[config.mk]
export PLATFORM = sky130hd
export DESIGN_NAME = uart_irq_regs
export DESIGN_NICKNAME = d
export VERILOG_FILES = /design/src/rtl/uart_irq_pkg.sv /design/src/rtl/uart_irq_ctrl.sv /design/src/rtl/uart_irq_dp.sv /design/src/rtl/uart_irq_regs.sv
export SDC_FILE = /design/constraint.sdc
export NUM_CORES = 1
export LEC_CHECK = 0
export ABC_AREA = 1
export BUFFER_PORTS_ARGS = -buffer_cell sky130_fd_sc_hd__buf_2
export CAP_MARGIN = 20
export CORE_MARGIN = 4
export CORE_UTILIZATION = 35
export CTS_CLUSTER_SIZE = 20
export DETAILED_ROUTE_END_ITERATION = 8
export PLACE_DENSITY_LB_ADDON = 0.05
export SYNTH_ARGS = -nofsm -noshare
export SYNTH_HDL_FRONTEND = slang
export SYNTH_SLANG_ARGS = --single-unit
[constraint.sdc]
create_clock -name clk -period 1.1 [get_ports clk]
set_input_delay 0.11 -clock clk [delete_from_list [all_inputs] [get_ports clk]]
set_output_delay 0.11 -clock clk [all_outputs]
set_load 0.01 [all_outputs]
[src/rtl/uart_irq_pkg.sv]
package uart_irq_pkg;
  localparam int NUM_SRC = 4;
  localparam int DATA_W  = 32;
  localparam int ADDR_W  = 4;

  localparam logic [ADDR_W-1:0] OFF_STATE  = 4'd0;
  localparam logic [ADDR_W-1:0] OFF_ENABLE = 4'd1;
  localparam logic [ADDR_W-1:0] OFF_TEST   = 4'd2;

  typedef struct packed {
    logic wrState;
    logic wrEnable;
    logic wrTest;
    logic rdState;
    logic rdEnable;
  } irq_strobe_t;
endpackage

[src/rtl/uart_irq_ctrl.sv]
module uart_irq_ctrl
  import uart_irq_pkg::*;
(
  input  logic [ADDR_W-1:0] regAddr,
  input  logic              regWe,
  output irq_strobe_t       strobe
);
  logic hitState, hitEnable, hitTest;

  always_comb begin
    hitState  = (regAddr == OFF_STATE);
    hitEnable = (regAddr == OFF_ENABLE);
    hitTest   = (regAddr == OFF_TEST);
    strobe.wrState  = regWe & hitState;
    strobe.wrEnable = regWe & hitEnable;
    strobe.wrTest   = regWe & hitTest;
    strobe.rdState  = hitState;
    strobe.rdEnable = hitEnable;
  end
endmodule

[src/rtl/uart_irq_dp.sv]
module uart_irq_dp
  import uart_irq_pkg::*;
(
  input  logic               clk,
  input  logic               rst_n,
  input  irq_strobe_t        strobe,
  input  logic [NUM_SRC-1:0] wdata,
  input  logic [NUM_SRC-1:0] evtPulse,
  output logic [NUM_SRC-1:0] stateQ,
  output logic [NUM_SRC-1:0] enQ,
  output logic [NUM_SRC-1:0] irqOut
);
  for (genvar i = 0; i < NUM_SRC; i++) begin : g_src
    logic bitQ;
    logic setReq, clrReq;
    assign setReq = evtPulse[i] | (strobe.wrTest & wdata[i]);
    assign clrReq = strobe.wrState & wdata[i];

    always_ff @(posedge clk) begin
      if (!rst_n)      bitQ <= 1'b0;
      else if (setReq) bitQ <= 1'b1;   // set has priority over clear
      else if (clrReq) bitQ <= 1'b0;
    end
    assign stateQ[i] = bitQ;
  end

  always_ff @(posedge clk) begin
    if (!rst_n)               enQ <= '0;
    else if (strobe.wrEnable) enQ <= wdata;
  end

  assign irqOut = stateQ & enQ;
endmodule

[src/rtl/uart_irq_regs.sv]
module uart_irq_regs
  import uart_irq_pkg::*;
(
  input  logic               clk,
  input  logic               rst_n,
  input  logic [NUM_SRC-1:0] evtPulse,
  input  logic [ADDR_W-1:0]  regAddr,
  input  logic               regWe,
  input  logic [DATA_W-1:0]  regWdata,
  output logic [DATA_W-1:0]  regRdata,
  output logic [NUM_SRC-1:0] irqOut
);
  irq_strobe_t        strobe;
  logic [NUM_SRC-1:0] stateQ;
  logic [NUM_SRC-1:0] enQ;
  logic [NUM_SRC-1:0] rdLow;
  logic               unusedWdataHi;

  assign unusedWdataHi = ^regWdata[DATA_W-1:NUM_SRC];

  uart_irq_ctrl ctrl_i (
    .regAddr (regAddr),
    .regWe   (regWe),
    .strobe  (strobe)
  );

  uart_irq_dp dp_i (
    .clk      (clk),
    .rst_n    (rst_n),
    .strobe   (strobe),
    .wdata    (regWdata[NUM_SRC-1:0]),
    .evtPulse (evtPulse),
    .stateQ   (stateQ),
    .enQ      (enQ),
    .irqOut   (irqOut)
  );

  always_comb begin
    if (strobe.rdState)       rdLow = stateQ;
    else if (strobe.rdEnable) rdLow = enQ;
    else                      rdLow = '0;
    regRdata = {{(DATA_W-NUM_SRC){1'b0}}, rdLow};
  end
endmodule

Word-level counts from Yosys, hierarchy flattened --
Index checks and enable logic that the tools add are counted.
Word-level totals: input port bits 43, flip-flop bits (word level) 8
Cells by class: reductions and logical operators 5, muxes and demuxes 10, bitwise operators 16, equality and inequality tests 2
Operators with widths (number):
- AND 1 bit | 11
- 2-to-1 mux 1 bit | 8
- 2-to-1 mux 4 bit | 2
- nonzero test 2 bit | 4
- AND 4 bit | 1
- equality test 4 x 1 -> 1 bit, second input constant | 1
- equality test 4 x 2 -> 1 bit, second input constant | 1
- zero test 4 bit | 1
- OR 1 bit | 4

Logic depth before layout (Yosys ltp) --
Gate-level depths: netlist (run 1).
depth in word-level cells 5, gate-level depth with buffers 6, gate-level depth less buffers 6

Hierarchy --
From an unflattened synthesis (run 1), not the netlist that was laid out.
Unflattened totals: cells, all modules 108, area, all modules 688.2 um2
By module, submodules not included:
- uart_irq_dp | cells each 50, times used 1, area an instance 347.8 um2, seq. area each 160.2 um2
- uart_irq_regs | cells each 42, times used 1, area an instance 267.8 um2, seq. area each 0.0 um2
- uart_irq_ctrl | cells each 16, times used 1, area an instance 72.6 um2, seq. area each 0.0 um2

Least setup slack after synthesis (run 1) --
OpenSTA, ideal clock, no wires.
path type input to output, from input regAddr[3], to output regRdata[0], buffers on the path 1, cell stages on the path 4, required time 0.990 ns, slack 0.235 ns, data arrival time 0.755 ns, path through nor2_2 > buf_6 > nand2_1 > o21ai_0
Between the ends: word-level cells in the longest chain between the ends 3
RTL lines:
- from (decl) | RTL line uart_irq_regs.sv:7 | input logic [ADDR_W-1:0] regAddr,
- equality test 4 x 1 -> 1 bit | RTL line uart_irq_ctrl.sv:12 | hitEnable = (regAddr == OFF_ENABLE);
- 2-to-1 mux 4 bit | RTL line uart_irq_regs.sv:40 | else if (strobe.rdEnable) rdLow = enQ;
- 2-to-1 mux 4 bit * | RTL line uart_irq_regs.sv:39 | if (strobe.rdState) rdLow = stateQ;
- to (decl) | RTL line uart_irq_regs.sv:10 | output logic [DATA_W-1:0] regRdata,
Every way passes the cells marked *; elsewhere a longest branch is shown, timed or not.

Worst setup path in the final report (run 1) --
from register dp_i.enQ[1], to output regRdata[1]
Between the ends: word-level cells in the longest chain between the ends 2
RTL lines:
- from (decl) | RTL line uart_irq_dp.sv:10 | output logic [NUM_SRC-1:0] enQ,
- from (signal assigned) | RTL line uart_irq_dp.sv:29 | else if (strobe.wrEnable) enQ <= wdata;
- 2-to-1 mux 4 bit | RTL line uart_irq_regs.sv:40
- 2-to-1 mux 4 bit | RTL line uart_irq_regs.sv:39
Every way passes these cells.

==> impl_metrics.prom, run 1 <==
# TYPE chip_impl_metric gauge
chip_impl_metric{name="dieWidth",unit="µm"} 52.0
chip_impl_info{name="status",value="complete, no violations"} 1
chip_impl_info{name="min_path_type",value="in2reg"} 1
chip_impl_metric{name="synth_sequential_area_ratio",unit="%"} 23.6
chip_impl_metric{name="cts_made_buffers",unit=""} 3
chip_impl_metric{name="initial_antenna_violation_count",unit=""} 0
chip_impl_metric{name="final-max-slew-violation-count",unit=""} 0
chip_impl_metric{name="stdcell_area",unit="µm²"} 756
chip_impl_info{name="critical_path.reg2reg.startpoint",value="dp_i.g_src[2].bitQ"} 1
chip_impl_metric{name="hold_ws",unit="ns"} 0.0936
chip_impl_metric{name="post-cts-setup-buffers",unit=""} 0
chip_impl_metric{name="globalRouteTotalUtil",unit="%"} 9.84
chip_impl_metric{name="die_height",unit="µm"} 52.0
chip_impl_metric{name="worst_clock_skew",unit="ns"} 0
chip_impl_metric{name="postRouteWirelength",unit="mm"} 1.39
chip_impl_metric{name="post_route_cells_drive_above_1_share",unit="%"} 32.0
chip_impl_metric{name="clk_pin_slew_worst_paths",unit="ns"} 0.06
chip_impl_metric{name="detail_route.drc_violations",unit=""} 0
chip_impl_metric{name="syn_area_per_cell",unit="µm²"} 6.78
chip_impl_metric{name="min_tclk_post_route",unit="ns"} 1.05
chip_impl_metric{name="detailedRoute.firstIterationViolations",unit=""} 12
chip_impl_metric{name="power.switching",unit="µW"} 222
chip_impl_metric{name="hold_buffers",unit=""} 0
chip_impl_metric{name="fmax",unit="MHz"} 949
chip_impl_metric{name="gp_routability_congestion",unit=""} 0.760
chip_impl_metric{name="post-route-period-util",unit="%"} 95.8
chip_impl_metric{name="worst_hold_path.num_cells",unit=""} 3
chip_impl_info{name="cts_tree",value="yes"} 1
chip_impl_metric{name="fp-row-count",unit=""} 15
chip_impl_metric{name="swShare",unit="%"} 31.8
chip_impl_metric{name="powerDensity",unit="nW/µm²"} 924
chip_impl_info{name="worstReg2RegEnd",value="dp_i.g_src[2].bitQ"} 1
chip_impl_metric{name="antenna-diode-count",unit=""} 0
chip_impl_metric{name="grt-ovfl-total",unit=""} 0
chip_impl_metric{name="drt_first_pass_iters",unit=""} 4
chip_impl_info{name="holdCritStartpoint",value="evtPulse[1]"} 1
chip_impl_metric{name="syn_area",unit="µm²"} 678
chip_impl_metric{name="nFillCells",unit=""} 212
chip_impl_info{name="timing.critical_path.from_type",value="register"} 1
chip_impl_metric{name="finalSetupViolations",unit=""} 0
chip_impl_metric{name="timing.reg2reg.worst_path_depth",unit=""} 2
chip_impl_metric{name="synth-warning-count",unit=""} 0
chip_impl_metric{name="initial_core_util",unit="%"} 38.0
chip_impl_metric{name="die_area",unit="µm²"} 2710
chip_impl_metric{name="cts.path.max_buffers",unit=""} 2
chip_impl_metric{name="grt_max_degree",unit=""} 9
chip_impl_metric{name="post_drt_wl_per_cell",unit="µm"} 9.24
chip_impl_metric{name="static_leakage_power",unit="µW"} 0.000426
chip_impl_metric{name="synthToLayoutAreaGrowth",unit="%"} 11.4
chip_impl_metric{name="power.combinational.fraction",unit="%"} 21.2
chip_impl_metric{name="critPathArrivalTime",unit="ns"} 0.94
chip_impl_metric{name="global_route_wire_length_before_repair",unit="mm"} 1.94
chip_impl_metric{name="drt-vias-per-instance",unit=""} 3.92
chip_impl_info{name="critPathKind",value="reg2out"} 1
chip_impl_metric{name="pwr-share-seq",unit="%"} 45.6
chip_impl_metric{name="nets",unit=""} 170
chip_impl_metric{name="peakVddDrop",unit="V"} 0.000718
chip_impl_metric{name="ys_seq_elements",unit=""} 8
chip_impl_metric{name="synthCells",unit=""} 100
chip_impl_metric{name="maximum_fanout_along_the_worst_path",unit=""} 2
chip_impl_metric{name="synth.lib_cells_used.distinct",unit=""} 15
chip_impl_info{name="min_to",value="dp_i.g_src[1].bitQ"} 1
chip_impl_metric{name="dp_worst_setup_slack",unit="ns"} 0.0874
chip_impl_metric{name="power.share.clock",unit="%"} 33.2
chip_impl_metric{name="design.core.area",unit="µm²"} 1780
chip_impl_metric{name="num_vias",unit=""} 588
chip_impl_metric{name="hold_violations",unit=""} 0
chip_impl_metric{name="drv.max_cap_violation_count",unit=""} 0
chip_impl_metric{name="number_of_global_route_vias_before_repair",unit=""} 470
chip_impl_metric{name="cts-htree-levels",unit=""} 1
chip_impl_metric{name="cts.sink_count",unit=""} 8
chip_impl_info{name="unrepaired_setup_endpoints_after_global_routing",value="true"} 1
chip_impl_metric{name="boundaryPins",unit=""} 79
chip_impl_metric{name="reg2reg_slack",unit="ns"} 0.50
chip_impl_metric{name="insertion_delay",unit="ns"} 0.25
chip_impl_metric{name="placement.cell_area",unit="µm²"} 714
chip_impl_metric{name="port_buffers",unit=""} 22
chip_impl_info{name="critical_path.endpoint_type",value="output pin"} 1
chip_impl_metric{name="postRouteAntennaNets",unit=""} 0
chip_impl_metric{name="post-dp-hpwl",unit="mm"} 1.15
chip_impl_info{name="cts.root.buffer_cell",value="sky130_fd_sc_hd__clkbuf_4"} 1
chip_impl_metric{name="critical_path_required",unit="ns"} 0.99
chip_impl_metric{name="internal_power",unit="µW"} 476
chip_impl_metric{name="fin_ws",unit="ns"} 0.0462
## metrics by stage
stage / utilization (%) / TNS [ns] / total power, µW / cells
final: 42.4 / 0 / 698 / 150
after floorplan: - / 0 / 486 / 127
after detailed placement: 40.1 / 0 / 465 / 147
after global placement: 40.1 / 0 / 463 / 147
after global routing: 42.4 / -0.0119 / 751 / 150
after CTS: 41.3 / 0 / 697 / 150
## final cells by class
type                            count  area (µm²)  share of cell area [%]
Clock buffer                        3        22.5                    2.98
Timing Repair Buffer               24         125                    16.6
Tap cell                           25        31.3                    4.14
Inverter                           15        56.3                    7.45
Sequential cell                     8         165                    21.9
Multi-Input combinational cell     75         355                    47.0
## critical path, stage by stage (launching register included)
cell	delay, ns
sky130_fd_sc_hd__dfxtp_1	0.33
sky130_fd_sc_hd__inv_1	0.05
sky130_fd_sc_hd__o21ai_0	0.15
sky130_fd_sc_hd__buf_2	0.15
## logic make-up (layout without fill, tap and decap cells)
family | count (synthesis) | in the layout | synth area share [%]
AO/OA/AOI/OAI | 16 | 16 | 11.8
buffers and inverters | 44 | 42 | 41.0
flip-flops | 8 | 8 | 23.6
other | 1 | 28 | 0.553
AND/OR/NAND/NOR | 31 | 31 | 23.1
## power by group through the flow
stage / clock (µW) / combinational (µW) / sequential (µW)
after floorplan: 0 / 169 / 318
after global placement: 0 / 143 / 321
after detailed placement: 0 / 144 / 321
after CTS: 239 / 144 / 315
after global routing: 265 / 165 / 320
final: 232 / 148 / 318
## cells in the mapped netlist
master,instances,area [µm²]
sky130_fd_sc_hd__buf_4,28,210
sky130_fd_sc_hd__buf_6,1,11.3
sky130_fd_sc_hd__a21oi_1,8,40.0
sky130_fd_sc_hd__nand2_1,10,37.5
sky130_fd_sc_hd__nand4_1,4,25.0
sky130_fd_sc_hd__o21ai_0,8,40.0
sky130_fd_sc_hd__inv_2,2,7.51
sky130_fd_sc_hd__nand3_4,1,17.5
sky130_fd_sc_hd__nand3_1,4,20.0
sky130_fd_sc_hd__nor2_1,9,33.8
sky130_fd_sc_hd__nor2_2,2,12.5
sky130_fd_sc_hd__conb_1,1,3.75
sky130_fd_sc_hd__nand3_2,1,10.0
sky130_fd_sc_hd__dfxtp_1,8,160
sky130_fd_sc_hd__inv_1,13,48.8
## worst max path at each step
stage	endpoint	cells past startpoint	start
2_1_floorplan	regRdata[0]	4	regAddr[3]
3_3_place_gp	regRdata[2]	5	regAddr[1]
3_5_place_dp	regRdata[2]	5	regAddr[1]
4_1_cts	regRdata[2]	3	dp_i.g_src[2].bitQ
5_1_grt	regRdata[2]	3	dp_i.g_src[2].bitQ
6_report	regRdata[1]	3	dp_i.enQ[1]
## cells in the final DEF, fill, tap and decap left out, drive strengths merged
cell     n
o21ai    8
nand4    4
dfxtp    8
clkbuf   3
inv     15
conb    28
a21oi    8
nand2   10
nand3    6
nor2    11
buf     24
## flip-flops by register name (all words and copies together), names as in the netlist
name / flops
dp_i.g_src.bitQ: 4
dp_i.enQ: 4
## timing repair
action,CTS,global route
endpoints found under the setup margin,0,4
gates resized for setup,0,10
endpoints found under the hold margin,0,0
## layer usage
metal	vias to the layer above	global-route usage (%)	share of wire, %
met5	-	0	0
met3	2	5.44	13
met2	36	15.5	44
met4	0	2.62	0.43
li1	309	-	-
met1	241	11.4	42
(Power assumes the default switching activity.)
==> run 2: changes to the inputs <==
- CORE_MARGIN: 4 -> 2
- REMOVE_ABC_BUFFERS: not set -> 1
==> run 2 against run 1 <==
Net effect: count of clock-buffer cells in the layout did not move; hold slack improved by 0.0077 ns; wire length fell by 7.9%; clock skew did not move; power fell by 2.1%; core utilization fell by 0.56 points; clock power fell by 4%; first-iteration DRC count fell by 50%; critical endpoint is now regRdata[2]; largest cell class unchanged; highest routed layer unchanged.
==> impl_metrics.prom, run 2 (synthesis gave the netlist of run 1 again) <==
# TYPE chip_impl_metric gauge
chip_impl_metric{name="drt-vias-per-instance",unit=""} 3.94
chip_impl_metric{name="peakVddDrop",unit="V"} 0.000485
chip_impl_metric{name="maximum_fanout_along_the_worst_path",unit=""} 3
chip_impl_metric{name="cts.path.max_buffers",unit=""} 2
chip_impl_metric{name="antenna-diode-count",unit=""} 0
chip_impl_info{name="timing.critical_path.from_type",value="register"} 1
chip_impl_metric{name="design.core.area",unit="µm²"} 1780
chip_impl_metric{name="met3WireLength",unit="µm"} 130
chip_impl_metric{name="drv.max_cap_violation_count",unit=""} 0
chip_impl_metric{name="detail_route.drc_violations",unit=""} 0
chip_impl_metric{name="postRouteAntennaNets",unit=""} 0
chip_impl_info{name="critical_path.reg2reg.startpoint",value="dp_i.g_src[2].bitQ"} 1
chip_impl_info{name="layout.cells.most_common_list",value="28 x sky130_fd_sc_hd__conb_1, 22 x sky130_fd_sc_hd__buf_2, 13 x sky130_fd_sc_hd__inv_1, 9 x sky130_fd_sc_hd__nor2_1, 9 x sky130_fd_sc_hd__nand2_1"} 1
chip_impl_metric{name="power.total",unit="µW"} 684
chip_impl_metric{name="cts_made_buffers",unit=""} 3
chip_impl_metric{name="dp_worst_setup_slack",unit="ns"} 0.104
chip_impl_metric{name="post-route-util",unit="%"} 41.8
chip_impl_metric{name="post-route-period-util",unit="%"} 93.7
chip_impl_info{name="worst_setup_path_startpoint",value="dp_i.g_src[2].bitQ"} 1
chip_impl_info{name="cts.root.buffer_cell",value="sky130_fd_sc_hd__clkbuf_4"} 1
chip_impl_info{name="critPathKind",value="reg2out"} 1
chip_impl_metric{name="grt_max_degree",unit=""} 9
chip_impl_metric{name="grt-ovfl-total",unit=""} 0
chip_impl_metric{name="postRouteWirelength",unit="mm"} 1.28
chip_impl_metric{name="drt_first_pass_iters",unit=""} 4
chip_impl_metric{name="boundaryPins",unit=""} 79
chip_impl_metric{name="static_leakage_power",unit="µW"} 0.000426
chip_impl_metric{name="pwr-share-seq",unit="%"} 46.0
chip_impl_metric{name="globalRouteTotalUtil",unit="%"} 12.8
chip_impl_metric{name="min_tclk_post_route",unit="ns"} 1.03
chip_impl_metric{name="finalSetupViolations",unit=""} 0
chip_impl_info{name="cts_tree",value="yes"} 1
chip_impl_info{name="status",value="complete, no violations"} 1
chip_impl_metric{name="internal_power",unit="µW"} 474
chip_impl_metric{name="wl_met2",unit="µm"} 518
chip_impl_info{name="holdCritStartpoint",value="evtPulse[0]"} 1
chip_impl_metric{name="cts-htree-levels",unit=""} 1
chip_impl_metric{name="fp-row-count",unit=""} 15
chip_impl_metric{name="dieWidth",unit="µm"} 48.0
chip_impl_metric{name="gp_routability_congestion",unit=""} 0.751
chip_impl_metric{name="power.switching",unit="µW"} 210
chip_impl_info{name="unrepaired_setup_endpoints_after_global_routing",value="false"} 1
chip_impl_metric{name="power.share.clock",unit="%"} 32.5
chip_impl_metric{name="power.combinational.fraction",unit="%"} 21.5
chip_impl_info{name="max_layer_used",value="met4"} 1
chip_impl_metric{name="post_drt_wl_per_cell",unit="µm"} 8.51
chip_impl_metric{name="hold_violations",unit=""} 0
chip_impl_metric{name="post-dp-hpwl",unit="mm"} 1.04
chip_impl_metric{name="fin_ws",unit="ns"} 0.0698
chip_impl_metric{name="die_height",unit="µm"} 48.0
chip_impl_metric{name="global_route_wire_length_before_repair",unit="mm"} 1.90
chip_impl_metric{name="clk_pin_slew_worst_paths",unit="ns"} 0.05
chip_impl_metric{name="hold_buffers",unit=""} 0
chip_impl_info{name="reg_top3",value="dp_i.enQ x4, dp_i.g_src.bitQ x4"} 1
chip_impl_metric{name="worst_clock_skew",unit="ns"} 0
chip_impl_metric{name="num_vias",unit=""} 591
chip_impl_metric{name="critical_path_required",unit="ns"} 0.99
chip_impl_metric{name="synthToLayoutAreaGrowth",unit="%"} 9.96
chip_impl_info{name="critical_path.endpoint_type",value="output pin"} 1
chip_impl_metric{name="critPathArrivalTime",unit="ns"} 0.92
chip_impl_metric{name="final_setup_tns",unit="ns"} 0
chip_impl_metric{name="initial_core_util",unit="%"} 38.0
chip_impl_metric{name="post_route_cells_drive_above_1_share",unit="%"} 29.6
chip_impl_metric{name="detailedRoute.firstIterationViolations",unit=""} 6
chip_impl_metric{name="initial_antenna_violation_count",unit=""} 0
chip_impl_metric{name="cts.sink_count",unit=""} 8
chip_impl_metric{name="powerDensity",unit="nW/µm²"} 917
chip_impl_metric{name="number_of_global_route_vias_before_repair",unit=""} 445
chip_impl_metric{name="insertion_delay",unit="ns"} 0.25
chip_impl_metric{name="swShare",unit="%"} 30.7
chip_impl_metric{name="port_buffers",unit=""} 22
chip_impl_metric{name="die_area",unit="µm²"} 2310
chip_impl_info{name="final_common_cell",value="sky130_fd_sc_hd__conb_1"} 1
chip_impl_metric{name="routedLengthMet1",unit="µm"} 615
chip_impl_metric{name="final-max-slew-violation-count",unit=""} 0
chip_impl_info{name="min_path_type",value="in2reg"} 1
chip_impl_metric{name="nets",unit=""} 170
chip_impl_metric{name="fmax",unit="MHz"} 971
==> run 2: metal layers <==
layer	vias to the layer above	global-route usage (%)
met5	-	0
met2	36	16.3
met4	0	9.73
li1	309	-
met3	2	3.40
met1	244	17.8
==> run 2: what timing repair did <==
action / CTS / global route
setup endpoints to repair: 0 / 2
setup buffers: 0 / 0
gates resized for setup: 0 / 6
==> run 2: power groups by stage <==
| stage | clock network (µW) | logic [µW] | registers [µW] |
|---|---|---|---|
| floorplan | 0 | 90.2 | 318 |
| global placement | 0 | 143 | 320 |
| detailed placement | 0 | 143 | 320 |
| CTS | 242 | 143 | 314 |
| global route | 258 | 171 | 317 |
| finish | 222 | 147 | 315 |
==> run 2: area by class of cell <==
cell class | count | area [µm²]
Tap cell | 25 | 31.3
Sequential cell | 8 | 163
Inverter | 15 | 56.3
Clock buffer | 3 | 22.5
Multi-Input combinational cell | 75 | 348
Fill cell | 191 | 1040
Timing Repair Buffer | 24 | 125
==> run 2: through the flow <==
step,cells,hold WS [ns],cell area (µm²)
finish,150,0.101,746
global route,150,0.134,746
CTS,150,0.0900,737
detailed placement,147,0.358,714
global placement,147,0.360,714
floorplan,98,0.248,558
==> run 2: worst paths after layout <==
kind,cells after the start,endpoint,slack (ns)
hold / removal,3,dp_i.g_src[0].bitQ,0.10
hold reg to reg,2,dp_i.enQ[2],0.46
setup / recovery,3,regRdata[2],0.07
setup reg to reg,2,dp_i.g_src[2].bitQ,0.49
==> run 2: worst max-delay path: stages (launching register included) <==
cell                      delay [ns]
sky130_fd_sc_hd__dfxtp_1        0.35
sky130_fd_sc_hd__nand3_1        0.09
sky130_fd_sc_hd__o21ai_0        0.09
sky130_fd_sc_hd__buf_2          0.15
==> run 3: changes to the inputs <==
- clock period: 1.1 -> 1.3 ns (I/O delays scaled with it)
==> run 3 against run 2 <==
Net effect: die area unchanged; first-iteration DRC count grew 17%; count of clock-buffer cells in the layout stayed put; cell count stayed put; non-clock buffer count is the same; hold slack better by 0.020 ns; cell area shrank 1.2%; sequential cell count stayed put; critical path type unchanged; critical endpoint unchanged; highest routed layer unchanged.
==> impl_metrics.prom, run 3 (synthesis gave the netlist of run 1 again) <==
# TYPE chip_impl_metric gauge
chip_impl_metric{name="timing.reg2reg.worst_path_depth",unit=""} 2
chip_impl_metric{name="post_drt_wl_per_cell",unit="µm"} 8.59
chip_impl_metric{name="powerDensity",unit="nW/µm²"} 786
chip_impl_info{name="status",value="complete, no violations"} 1
chip_impl_metric{name="final-max-slew-violation-count",unit=""} 0
chip_impl_metric{name="final_setup_tns",unit="ns"} 0
chip_impl_metric{name="initial_antenna_violation_count",unit=""} 0
chip_impl_info{name="max_layer_used",value="met4"} 1
chip_impl_metric{name="post_route_cells_drive_above_1_share",unit="%"} 26.4
chip_impl_metric{name="grt_max_degree",unit=""} 9
chip_impl_metric{name="wl_met2",unit="µm"} 549
chip_impl_info{name="final_common_cell",value="sky130_fd_sc_hd__conb_1"} 1
chip_impl_metric{name="initial_core_util",unit="%"} 38.0
chip_impl_metric{name="post-cts-setup-buffers",unit=""} 0
chip_impl_metric{name="cts.path.max_buffers",unit=""} 2
chip_impl_metric{name="critical_path_required",unit="ns"} 1.17
chip_impl_info{name="holdCritStartpoint",value="evtPulse[0]"} 1
chip_impl_metric{name="globalRouteTotalUtil",unit="%"} 12.9
chip_impl_metric{name="dp_worst_setup_slack",unit="ns"} 0.248
chip_impl_metric{name="boundaryPins",unit=""} 79
chip_impl_info{name="critical_path.endpoint_type",value="output pin"} 1
chip_impl_metric{name="fp-row-count",unit=""} 15
chip_impl_metric{name="port_buffers",unit=""} 22
chip_impl_metric{name="hold_buffers",unit=""} 0
chip_impl_metric{name="post-dp-hpwl",unit="mm"} 1.04
chip_impl_metric{name="gp_routability_congestion",unit=""} 0.750
chip_impl_metric{name="placed_cells_incl_taps",unit=""} 147
chip_impl_metric{name="postRouteWirelength",unit="mm"} 1.29
chip_impl_metric{name="cts-htree-levels",unit=""} 1
chip_impl_metric{name="power.total",unit="µW"} 579
chip_impl_metric{name="static_leakage_power",unit="µW"} 0.000424
chip_impl_metric{name="reg2reg_slack",unit="ns"} 0.70
chip_impl_metric{name="maximum_fanout_along_the_worst_path",unit=""} 3
chip_impl_info{name="worstReg2RegEnd",value="dp_i.g_src[1].bitQ"} 1
chip_impl_metric{name="worst_hold_path.num_cells",unit=""} 3
chip_impl_metric{name="die_area",unit="µm²"} 2310
chip_impl_metric{name="fmax",unit="MHz"} 946
chip_impl_metric{name="die_height",unit="µm"} 48.0
chip_impl_metric{name="antenna-diode-count",unit=""} 0
chip_impl_info{name="critical_path.reg2reg.startpoint",value="dp_i.g_src[1].bitQ"} 1
chip_impl_metric{name="detail_route.drc_violations",unit=""} 0
chip_impl_metric{name="clk_pin_slew_worst_paths",unit="ns"} 0.06
chip_impl_metric{name="number_of_global_route_vias_before_repair",unit=""} 429
chip_impl_metric{name="drt-vias-per-instance",unit=""} 3.93
chip_impl_metric{name="peakVddDrop",unit="V"} 0.000448
chip_impl_metric{name="num_vias",unit=""} 590
chip_impl_info{name="timing.critical_path.from_type",value="register"} 1
chip_impl_metric{name="post-route-period-util",unit="%"} 81.3
chip_impl_metric{name="finalSetupViolations",unit=""} 0
chip_impl_metric{name="grt-ovfl-total",unit=""} 0
chip_impl_metric{name="detailedRoute.firstIterationViolations",unit=""} 7
chip_impl_info{name="min_path_type",value="in2reg"} 1
chip_impl_info{name="reg_top3",value="dp_i.enQ x4, dp_i.g_src.bitQ x4"} 1
chip_impl_info{name="unrepaired_setup_endpoints_after_global_routing",value="false"} 1
chip_impl_metric{name="nets",unit=""} 170
chip_impl_metric{name="drt_first_pass_iters",unit=""} 4
chip_impl_metric{name="insertion_delay",unit="ns"} 0.25
chip_impl_metric{name="critPathArrivalTime",unit="ns"} 0.93
chip_impl_metric{name="global_route_wire_length_before_repair",unit="mm"} 1.90
chip_impl_metric{name="met3WireLength",unit="µm"} 118
chip_impl_metric{name="fin_ws",unit="ns"} 0.243
chip_impl_metric{name="min_tclk_post_route",unit="ns"} 1.06
chip_impl_metric{name="cts_made_buffers",unit=""} 3
chip_impl_metric{name="dieWidth",unit="µm"} 48.0
chip_impl_info{name="min_to",value="dp_i.g_src[0].bitQ"} 1
chip_impl_info{name="cts.root.buffer_cell",value="sky130_fd_sc_hd__clkbuf_4"} 1
chip_impl_info{name="layout.cells.most_common_list",value="28 x sky130_fd_sc_hd__conb_1, 22 x sky130_fd_sc_hd__buf_2, 13 x sky130_fd_sc_hd__inv_1, 10 x sky130_fd_sc_hd__nand2_1, 9 x sky130_fd_sc_hd__nor2_1"} 1
chip_impl_metric{name="final_cells",unit=""} 150
chip_impl_metric{name="cts.sink_count",unit=""} 8
chip_impl_metric{name="postRouteAntennaNets",unit=""} 0
chip_impl_metric{name="worst_clock_skew",unit="ns"} 0
chip_impl_metric{name="cts-resized-gates",unit=""} 0
chip_impl_info{name="cts_tree",value="yes"} 1
chip_impl_metric{name="drv.max_cap_violation_count",unit=""} 0
chip_impl_metric{name="hold_violations",unit=""} 0
chip_impl_metric{name="design.core.area",unit="µm²"} 1780
chip_impl_info{name="critPathKind",value="reg2out"} 1
chip_impl_metric{name="synthToLayoutAreaGrowth",unit="%"} 8.67
chip_impl_metric{name="routedLengthMet1",unit="µm"} 610
## run 3: layer usage
| metal | up-vias | track usage (%) |
|---|---|---|
| met5 | - | 0 |
| met4 | 0 | 9.73 |
| met1 | 242 | 16.7 |
| met2 | 36 | 17.9 |
| li1 | 310 | - |
| met3 | 2 | 3.40 |
## run 3: report_power, final
part | internal [µW] | switching (µW) | total (µW) | leakage [µW]
sequential | 257 | 7.97 | 265 | 0.0000659
combinational | 36.8 | 86.1 | 123 | 0.000344
clock | 106 | 85.3 | 191 | 0.0000138
## run 3: worst max-delay path by stage
stage | start | endpoint | slack (ns) | depth (start not counted)
2_1_floorplan | regAddr[3] | regRdata[0] | 0.29 | 3
3_3_place_gp | regAddr[0] | regRdata[0] | 0.26 | 6
3_5_place_dp | regAddr[0] | regRdata[0] | 0.25 | 6
4_1_cts | dp_i.enQ[0] | regRdata[0] | 0.21 | 3
5_1_grt | regAddr[0] | regRdata[0] | 0.07 | 6
6_report | dp_i.g_src[2].bitQ | regRdata[2] | 0.24 | 3
## run 3: critical path: stages, from the launching register on
cell and delay, ns:
sky130_fd_sc_hd__dfxtp_1 0.35, sky130_fd_sc_hd__nand3_1 0.08, sky130_fd_sc_hd__o21ai_0 0.09, sky130_fd_sc_hd__buf_2 0.15
## run 3: cell type report
cell class / instances / area (µm²)
fill: 200 / 1050
multi-input combinational: 75 / 342
sequential: 8 / 160
timing repair buffer: 24 / 125
inverter: 15 / 56.3
tap: 25 / 31.3
clock buffer: 3 / 22.5
## run 3: per-stage QoR
stage	util [%]	hold WS, ns	instance area, µm²
after detailed placement	40.1	0.378	714
final	41.3	0.122	737
after floorplan	-	0.268	558
after CTS	41.3	0.110	737
after global placement	40.1	0.380	714
after global routing	41.3	0.129	737
